File: src/rtl/fc_pkg.sv
// Package fc_pkg: shared configuration type and threshold scaling for the
// UART flow-control block. Assumes a FIFO depth that is a multiple of 16.
package fc_pkg;

    typedef struct packed {
        logic       rts_en;
        logic       cts_en;
        logic [7:0] tcr;
    } fc_cfg_t;

    // Scale a 4-bit trigger nibble into a FIFO entry count.
    function automatic logic [15:0] fc_scale(input logic [3:0] nib, input int step);
        return 16'(nib) * 16'(step);
    endfunction

endpackage

File: src/rtl/fc_cfg_reg.sv
// fc_cfg_reg: holds the flow-control enables and trigger byte. A write lands
// only when the enhanced-function enable is set; otherwise the write is dropped.
module fc_cfg_reg
    import fc_pkg::*;
(
    input  logic    clk,
    input  logic    rst_n,
    input  logic    enh_en,
    input  logic    we,
    input  fc_cfg_t wdata,
    output fc_cfg_t cfg
);

    // Capture configuration on a gated write.
    always_ff @(posedge clk) begin
        if (!rst_n) begin
            cfg <= '0;
        end else if (we && enh_en) begin
            cfg <= wdata;
        end
    end

endmodule

File: src/rtl/fc_sync.sv
// fc_sync: multi-flop synchronizer for a single asynchronous level.
// Assumes the input is a slow level, not a pulse.
module fc_sync #(
    parameter int   STAGES  = 2,
    parameter logic RST_VAL = 1'b0
) (
    input  logic clk,
    input  logic rst_n,
    input  logic d_async,
    output logic q_sync
);

    logic [STAGES-1:0] chain;

    // Shift the pin level through the flop chain.
    always_ff @(posedge clk) begin
        if (!rst_n) begin
            chain <= {STAGES{RST_VAL}};
        end else begin
            chain <= {chain[STAGES-2:0], d_async};
        end
    end

    assign q_sync = chain[STAGES-1];

endmodule

File: src/rtl/fc_rts_ctrl.sv
// fc_rts_ctrl: drives the RTS pin from the FIFO level with halt/restore
// hysteresis, or from a manual level when automatic mode is off.
// Halt takes precedence when both comparisons hold.
module fc_rts_ctrl #(
    parameter int CNT_W = 7
) (
    input  logic             clk,
    input  logic             rst_n,
    input  logic             auto_en,
    input  logic             manual_n,
    input  logic [CNT_W-1:0] count,
    input  logic [CNT_W-1:0] halt_lvl,
    input  logic [CNT_W-1:0] rest_lvl,
    output logic             rts_n,
    output logic             rise_evt
);

    logic rts_nxt;

    // Next pin level: manual copy, halt, restore, or hold.
    always_comb begin
        if (!auto_en) begin
            rts_nxt = manual_n;
        end else if (count >= halt_lvl) begin
            rts_nxt = 1'b1;
        end else if (count <= rest_lvl) begin
            rts_nxt = 1'b0;
        end else begin
            rts_nxt = rts_n;
        end
    end

    // Register the pin level and flag an automatic low-to-high change.
    always_ff @(posedge clk) begin
        if (!rst_n) begin
            rts_n    <= 1'b0;
            rise_evt <= 1'b0;
        end else begin
            rts_n    <= rts_nxt;
            rise_evt <= auto_en && rts_nxt && !rts_n;
        end
    end

endmodule

File: src/rtl/fc_cts_gate.sv
// fc_cts_gate: turns the synchronized CTS level into a start-of-character
// permission. It updates only when the transmitter is idle, so a character in
// flight always finishes. It also flags a synchronized low-to-high change.
module fc_cts_gate (
    input  logic clk,
    input  logic rst_n,
    input  logic auto_en,
    input  logic cts_s,
    input  logic tx_idle,
    output logic tx_allow,
    output logic rise_evt
);

    logic cts_prev;

    // Update permission at character boundaries; free-run when disabled.
    always_ff @(posedge clk) begin
        if (!rst_n) begin
            tx_allow <= 1'b1;
        end else if (!auto_en) begin
            tx_allow <= 1'b1;
        end else if (tx_idle) begin
            tx_allow <= !cts_s;
        end
    end

    // Remember the last synchronized level for edge detection.
    always_ff @(posedge clk) begin
        if (!rst_n) begin
            cts_prev <= 1'b0;
        end else begin
            cts_prev <= cts_s;
        end
    end

    assign rise_evt = auto_en && cts_s && !cts_prev;

endmodule

File: src/rtl/uart_flowctl.sv
// uart_flowctl: automatic RTS/CTS flow control for a UART with a receive
// FIFO. Assumes rx_count is synchronous to clk and never exceeds FIFO_DEPTH.
module uart_flowctl
    import fc_pkg::*;
#(
    parameter int FIFO_DEPTH = 64,
    parameter int CNT_W      = $clog2(FIFO_DEPTH + 1)
) (
    input  logic             clk,
    input  logic             rst_n,
    input  logic             enh_en,
    input  logic             cfg_we,
    input  logic             cfg_rts_en,
    input  logic             cfg_cts_en,
    input  logic [7:0]       cfg_tcr,
    input  logic             rts_manual_n,
    input  logic [CNT_W-1:0] rx_count,
    input  logic             cts_pin_n,
    input  logic             tx_idle,
    output logic             rts_n,
    output logic             tx_allow,
    output logic             rts_rise_evt,
    output logic             cts_rise_evt
);

    localparam int STEP = FIFO_DEPTH / 16;

    fc_cfg_t          cfg_wr;
    fc_cfg_t          cfg_q;
    logic             rts_en_q;
    logic             cts_en_q;
    logic [7:0]       tcr_q;
    logic [15:0]      halt_w;
    logic [15:0]      rest_w;
    logic [CNT_W-1:0] halt_lvl;
    logic [CNT_W-1:0] rest_lvl;
    logic             cts_s;

    // Pack the write data into the configuration type.
    always_comb begin
        cfg_wr.rts_en = cfg_rts_en;
        cfg_wr.cts_en = cfg_cts_en;
        cfg_wr.tcr    = cfg_tcr;
    end

    fc_cfg_reg u_cfg (
        .clk    (clk),
        .rst_n  (rst_n),
        .enh_en (enh_en),
        .we     (cfg_we),
        .wdata  (cfg_wr),
        .cfg    (cfg_q)
    );

    assign rts_en_q = cfg_q.rts_en;
    assign cts_en_q = cfg_q.cts_en;
    assign tcr_q    = cfg_q.tcr;

    // Derive entry-count thresholds from the trigger nibbles.
    always_comb begin
        halt_w   = fc_scale(tcr_q[3:0], STEP);
        rest_w   = fc_scale(tcr_q[7:4], STEP);
        halt_lvl = halt_w[CNT_W-1:0];
        rest_lvl = rest_w[CNT_W-1:0];
    end

    fc_rts_ctrl #(.CNT_W(CNT_W)) u_rts (
        .clk      (clk),
        .rst_n    (rst_n),
        .auto_en  (rts_en_q),
        .manual_n (rts_manual_n),
        .count    (rx_count),
        .halt_lvl (halt_lvl),
        .rest_lvl (rest_lvl),
        .rts_n    (rts_n),
        .rise_evt (rts_rise_evt)
    );

    fc_sync #(.STAGES(2), .RST_VAL(1'b0)) u_sync (
        .clk     (clk),
        .rst_n   (rst_n),
        .d_async (cts_pin_n),
        .q_sync  (cts_s)
    );

    fc_cts_gate u_cts (
        .clk      (clk),
        .rst_n    (rst_n),
        .auto_en  (cts_en_q),
        .cts_s    (cts_s),
        .tx_idle  (tx_idle),
        .tx_allow (tx_allow),
        .rise_evt (cts_rise_evt)
    );

endmodule

File: config.mk
export PLATFORM = sky130hd
export DESIGN_NAME = uart_flowctl
export DESIGN_NICKNAME = d
export VERILOG_FILES = /design/src/rtl/fc_pkg.sv /design/src/rtl/fc_cfg_reg.sv /design/src/rtl/fc_sync.sv /design/src/rtl/fc_rts_ctrl.sv /design/src/rtl/fc_cts_gate.sv /design/src/rtl/uart_flowctl.sv
export SDC_FILE = /design/constraint.sdc
export NUM_CORES = 1
export LEC_CHECK = 0
export ABC_CLOCK_PERIOD_IN_PS = 2500
export BUFFER_PORTS_ARGS = -buffer_cell sky130_fd_sc_hd__buf_2
export CAP_MARGIN = 10
export CORE_AREA = 5 5 48 50
export DETAILED_ROUTE_END_ITERATION = 10
export DIE_AREA = 0 0 53 55
export GPL_TIMING_DRIVEN = 0
export HOLD_SLACK_MARGIN = 0.02
export PLACE_DENSITY = 0.7
export SKIP_LAST_GASP = 1
export SLEW_MARGIN = 20
export SYNTH_ARGS = -nofsm -noshare
export SYNTH_HDL_FRONTEND = slang
export SYNTH_SLANG_ARGS = --single-unit
File: constraint.sdc
create_clock -name clk -period 2.5 [get_ports clk]
set_input_delay 0.5 -clock clk [delete_from_list [all_inputs] [get_ports clk]]
set_output_delay 0.5 -clock clk [all_outputs]
set_load 0.005 [all_outputs]
After elaboration in Yosys (flattened, before gate mapping). Index checks and enable logic that the tools add are counted.

Magnitude comparators: 2. Muxes and demuxes: 3. Reduce and logical (&&, ||, !) cells: 9.

Operator list (number): 7-bit by 6-bit >= comparator with 1-bit output (1); 7-bit by 6-bit less-or-equal comparator with 1-bit output (1); 1-bit logical AND (5); 1-bit zero test (3); 1-bit two-way mux (3); 2-bit AND reduction (1).

Output and inout port bits: 4. Word-level logic and storage cells: 22. Register bits: 16. Input bits: 24.

Logic depth before layout (Yosys ltp).
Depth in word-level cells: 6. Gate-level depth with buffers: 6. Depth with buffers taken out: 6.

Hierarchy. From an unflattened synthesis, not the netlist that was laid out.

Cells, all modules: 112. Area total of the unflattened synthesis: 965.9 um^2.

By module, submodules not included: fc_cfg_reg (cells each 46, instances 1, area each 436.7 um^2); fc_rts_ctrl (cells each 53, instances 1, area each 395.4 um^2); fc_cts_gate (cells each 8, instances 1, area each 77.6 um^2); fc_sync (cells each 4, instances 1, area each 52.6 um^2); uart_flowctl (cells each 1, instances 1, area each 3.8 um^2).

Least setup slack after synthesis. Ideal clock, no wire load.

Path kind: input -> register. Start point: input port rx_count[3]. End point: register u_rts.rts_n. Path buffers: 0. Setup time: 130 ps. Arrival: 1488 ps. Path slack: 882 ps. Stages on the path: 5. Path through: ha_1 -> nor2b_4 -> a311o_1 -> a31oi_1 -> a31oi_1.

Cells in the longest elaborated chain, start to end: 4.

RTL lines: start: declaration (RTL line uart_flowctl.sv:17) `input logic [CNT_W-1:0] rx_count,`; 7-bit by 6-bit less-or-equal comparator with 1-bit output (RTL line fc_rts_ctrl.sv:26) `end else if (count <= rest_lvl) begin`; 1-bit two-way mux (RTL line fc_rts_ctrl.sv:26); 1-bit two-way mux (*) (RTL line fc_rts_ctrl.sv:24) `end else if (count >= halt_lvl) begin`; 1-bit two-way mux (*) (RTL line fc_rts_ctrl.sv:22) `if (!auto_en) begin`; end signal: assignment (RTL line fc_rts_ctrl.sv:39) `rts_n <= rts_nxt;`; end: declaration (RTL line fc_rts_ctrl.sv:14) `output logic rts_n,`.

Every way passes the cells marked *; elsewhere a longest branch is shown, timed or not. A chain may end at the register's enable or synchronous reset.

Final worst setup path.
Start point: register u_cfg.cfg[1] (netlist bit). End point: register u_rts.rts_n.

Cells in the longest elaborated chain, start to end: 3.

RTL lines: start: declaration (RTL line fc_cfg_reg.sv:11) `output fc_cfg_t cfg`; start signal: assignment (RTL line fc_cfg_reg.sv:19) `cfg <= wdata;`; 7-bit by 6-bit >= comparator with 1-bit output (RTL line fc_rts_ctrl.sv:24); 1-bit two-way mux (RTL line fc_rts_ctrl.sv:24); 1-bit two-way mux (RTL line fc_rts_ctrl.sv:22).

No other way between the ends.

==> key figures <==
Run status
  – Status: finished clean

Timing
  – Min cycle time layout: roughly 1600 ps
  – RSZ-0062 raised after global routing: no
  – Final hold slack: 419 ps
  – Actual slew at the worst max-slew pin: 360 ps
  – Final setup fails: 0
  – Final Hold Vio Count: 0
  – Fmax: 0.637 GHz
  – Crit share post-route: ~63%
  – Slew headroom: 76.0%
  – Final slew viol count: 0
  – Setup TNS: 0 ps
  – Clk_skew: 3.06 ps

Place
  – Port Buffers: 27
  – Gp weighted congestion: 0.711
  – Placed Instances: 143
  – Placed instance area: between 900 and 1000 µm²
  – Post-DP HPWL: 1360 µm

GRT
  – Largest net degree at the start of global routing: 11
  – Gr usage total: between 10% and 20%
  – Initial antenna violation count: 0
  – First-pass GRT wire length: 2610 µm
  – Vias in the first global route: about 700
  – GR Overflow Total: 0

Clocking
  – Clock transition at path regs: 90 ps
  – Cts repair resizes: 0
  – Clock buffer depth: 2
  – CTS Buf Count: 3
  – Clk_lat worst skew: 280 ps
  – Depth of the CTS H-tree: 1
  – Setup Buffers After CTS: 0
  – CTS Root Cell: clkbuf_4
  – CTS Sinks: 16
  – TritonCTS clock tree: done
  – Cts hold-fix bufs: 0

Synthesis
  – Library cells used by synthesis: 20
  – Top post-synthesis cells by area: dfxtp_1, ha_1, nand2_1, a21boi_0, inv_1
  – Syn_nets: 121
  – Largest family of logic cells by synthesized area: simple AND/OR/NAND/NOR gates
  – Yosys reg bits: 16
  – Register area share after synthesis: about two fifths
  – Mux share of post-synthesis cell area: 0%
  – Yosys top cell by area: dfxtp_1
  – Synth Area in Compound Gates: 17.9%
  – Synth Area in Simple Gates: 22.5%
  – Syn Area/Cell: 8.58 µm²
  – Area share of the largest cell type after synthesis: 42.0%
  – Post-Synth XOR/XNOR Area: 0%
  – Cells after Synth: 89
  – Mapped Area: 763 µm²
  – Synth warnings: 0
  – Adder-cell share of the synthesized area: a little over an eighth

Layout
  – Post-route cell area: between 900 and 1000 µm²
  – Fill cells: 178
  – Non-filler cells, final: 147
  – P&R area growth vs syn: 26.9%
  – Layout cell share with drive strength beyond 1: 28.3%
  – NumNets Final: 153
  – Layout Utilization: a little over half
  – Antenna diodes: 0

Setup path
  – CP required: 2670 ps
  – R2R Path Start: u_cfg.cfg[1]
  – Critical Path Source Type: register
  – CP max stage delay: 350 ps
  – Crit Path Category: register to register
  – CP arrival: 1740 ps
  – R2R Path End: u_rts.rts_n
  – Crit-path slowest cell: dfxtp_1
  – R2R setup slack: 930 ps
  – Crit Path Max Fanout: 2
  – CP dominant cell by count: a31oi_1
  – CP Capture Type: register
  – Worst reg2reg path depth: 6
  – CP cell instances: inv_1 -> ha_1 -> nor2b_4 -> a311o_1 -> a31oi_1 -> a31oi_1

Routing
  – Top sig layer: met4
  – Metal-1 WL: just under 700 µm
  – DRT Pass-1 Iters: 2
  – Post-DR wirelength/cell: about 11 µm
  – DR vias: 687
  – Vias per std cell: between 4 and 5
  – Met2 WL: 785 µm
  – Routed wire length: roughly 1600 µm
  – Routed wire length on met3: 96 µm
  – DRT antenna net count: 0
  – Initial detailed-routing violation count: 5
  – Remaining DRCs: 0

Hold path
  – Worst Hold Launch: cts_pin_n
  – Hold Crit Depth: 2
  – Hold Crit Class: input pin to register
  – Hold Path End: u_sync.chain[0]

Floorplan
  – Rows: 16
  – Total die area: between 2000 and 3000 µm²
  – I/O pins: 28
  – Die width: 53 µm
  – Core area: 1860 µm²
  – Initial core utilization: 41.0%
  – Die Y-Extent: around 55 µm

Pwr
  – Cell Pwr Density: 527 nW/µm²
  – Leakage: about 0.44 nW
  – VDD IR max: 0.395 mV

Flow run
  – Max_cap viols: 0
[cell usage after synthesis]
cell type  instances
nand2_1           24
dfxtp_1           16
a21boi_0          10
ha_1               8
inv_1              7
and2_1             4
nor2_1             3
o21ai_0            3
a31oi_1            2
nand3_1            2
a211o_2            1
a21oi_1            1
a311o_1            1
and4b_1            1
buf_2              1
clkbuf_1           1
nand2b_1           1
nor2b_4            1
nor3_1             1
o311ai_0           1
[routing by layer]
metal / vias up / GRT usage (%)
li1: 363 / -
met2: 19 / 22.1
met4: 0 / 7.66
met5: - / 0
met1: 301 / 14.3
met3: 4 / 3.22
[worst max-delay path by stage]
stage | depth (start not counted) | slack [ps] | start | endpoint
5_1_grt | 6 | 780 | u_cfg.cfg[1] | u_rts.rts_n
2_1_floorplan | 5 | 880 | rx_count[3] | u_rts.rts_n
3_3_place_gp | 6 | 670 | rx_count[3] | u_rts.rts_n
3_5_place_dp | 6 | 650 | rx_count[3] | u_rts.rts_n
4_1_cts | 6 | 890 | u_cfg.cfg[1] | u_rts.rts_n
6_report | 6 | 930 | u_cfg.cfg[1] | u_rts.rts_n
[area by class of cell]
class	instances	area, µm²	share of cell area, %
timing repair buffer	27	135	14.0
inverter	7	26.3	2.71
tap	27	33.8	3.49
buffer	2	8.76	0.904
multi-input combinational	64	408	42.1
sequential	16	320	33.1
clock buffer	4	36.3	3.75
[worst max-delay path: cells and delay by family, from the launching register on]
kind / cells / cell delay [ps]
adders and majority gates: 1 / 280
buffers and inverters: 1 / 50
AOI/OAI and AO/OA: 3 / 660
and+or+nand+nor: 1 / 130
DFF: 1 / 350
[cells by family after synthesis]
| kind of cell | Yosys count |
|---|---|
| flops | 16 |
| fa+ha+maj | 8 |
| compound gates | 19 |
| simple gates | 37 |
| buf+inv | 9 |
[where the power goes]
| part | internal, mW | total [mW] | switching, mW |
|---|---|---|---|
| registers | 0.265 | 0.271 | 0.00549 |
| logic | 0.0375 | 0.0715 | 0.0340 |
| clock network | 0.0887 | 0.168 | 0.0791 |
[layout by cell type, fill, tap and decap left out]
master | netlist | layout
and2_1 | 4 | 4
a31oi_1 | 2 | 2
nor2_1 | 3 | 3
nor2b_4 | 1 | 1
o311ai_0 | 1 | 1
clkbuf_1 | 1 | 1
buf_2 | 1 | 28
clkbuf_8 | 0 | 1
nand3_1 | 2 | 2
clkbuf_4 | 0 | 3
o21ai_0 | 3 | 3
inv_1 | 7 | 7
nor3_1 | 1 | 1
nand2_1 | 24 | 24
nand2b_1 | 1 | 1
a21boi_0 | 10 | 10
a21oi_1 | 1 | 1
ha_1 | 8 | 8
and4b_1 | 1 | 1
a311o_1 | 1 | 1
a211o_2 | 1 | 1
dfxtp_1 | 16 | 16
[state kept, by name, summed over array words and instances (netlist names)]
signal,flops
u_sync.chain,2
u_rts.rts_n,1
u_cfg.cfg,10
u_cts.tx_allow,1
u_cts.cts_prev,1
u_rts.rise_evt,1
[stage by stage]
stage / total power, mW / setup slack, ps
floorplan: 0.316 / 882
global placement: 0.345 / 669
detailed placement: 0.350 / 646
CTS: 0.517 / 891
global route: 0.542 / 777
finish: 0.510 / 929
(Power assumes the default switching activity.)
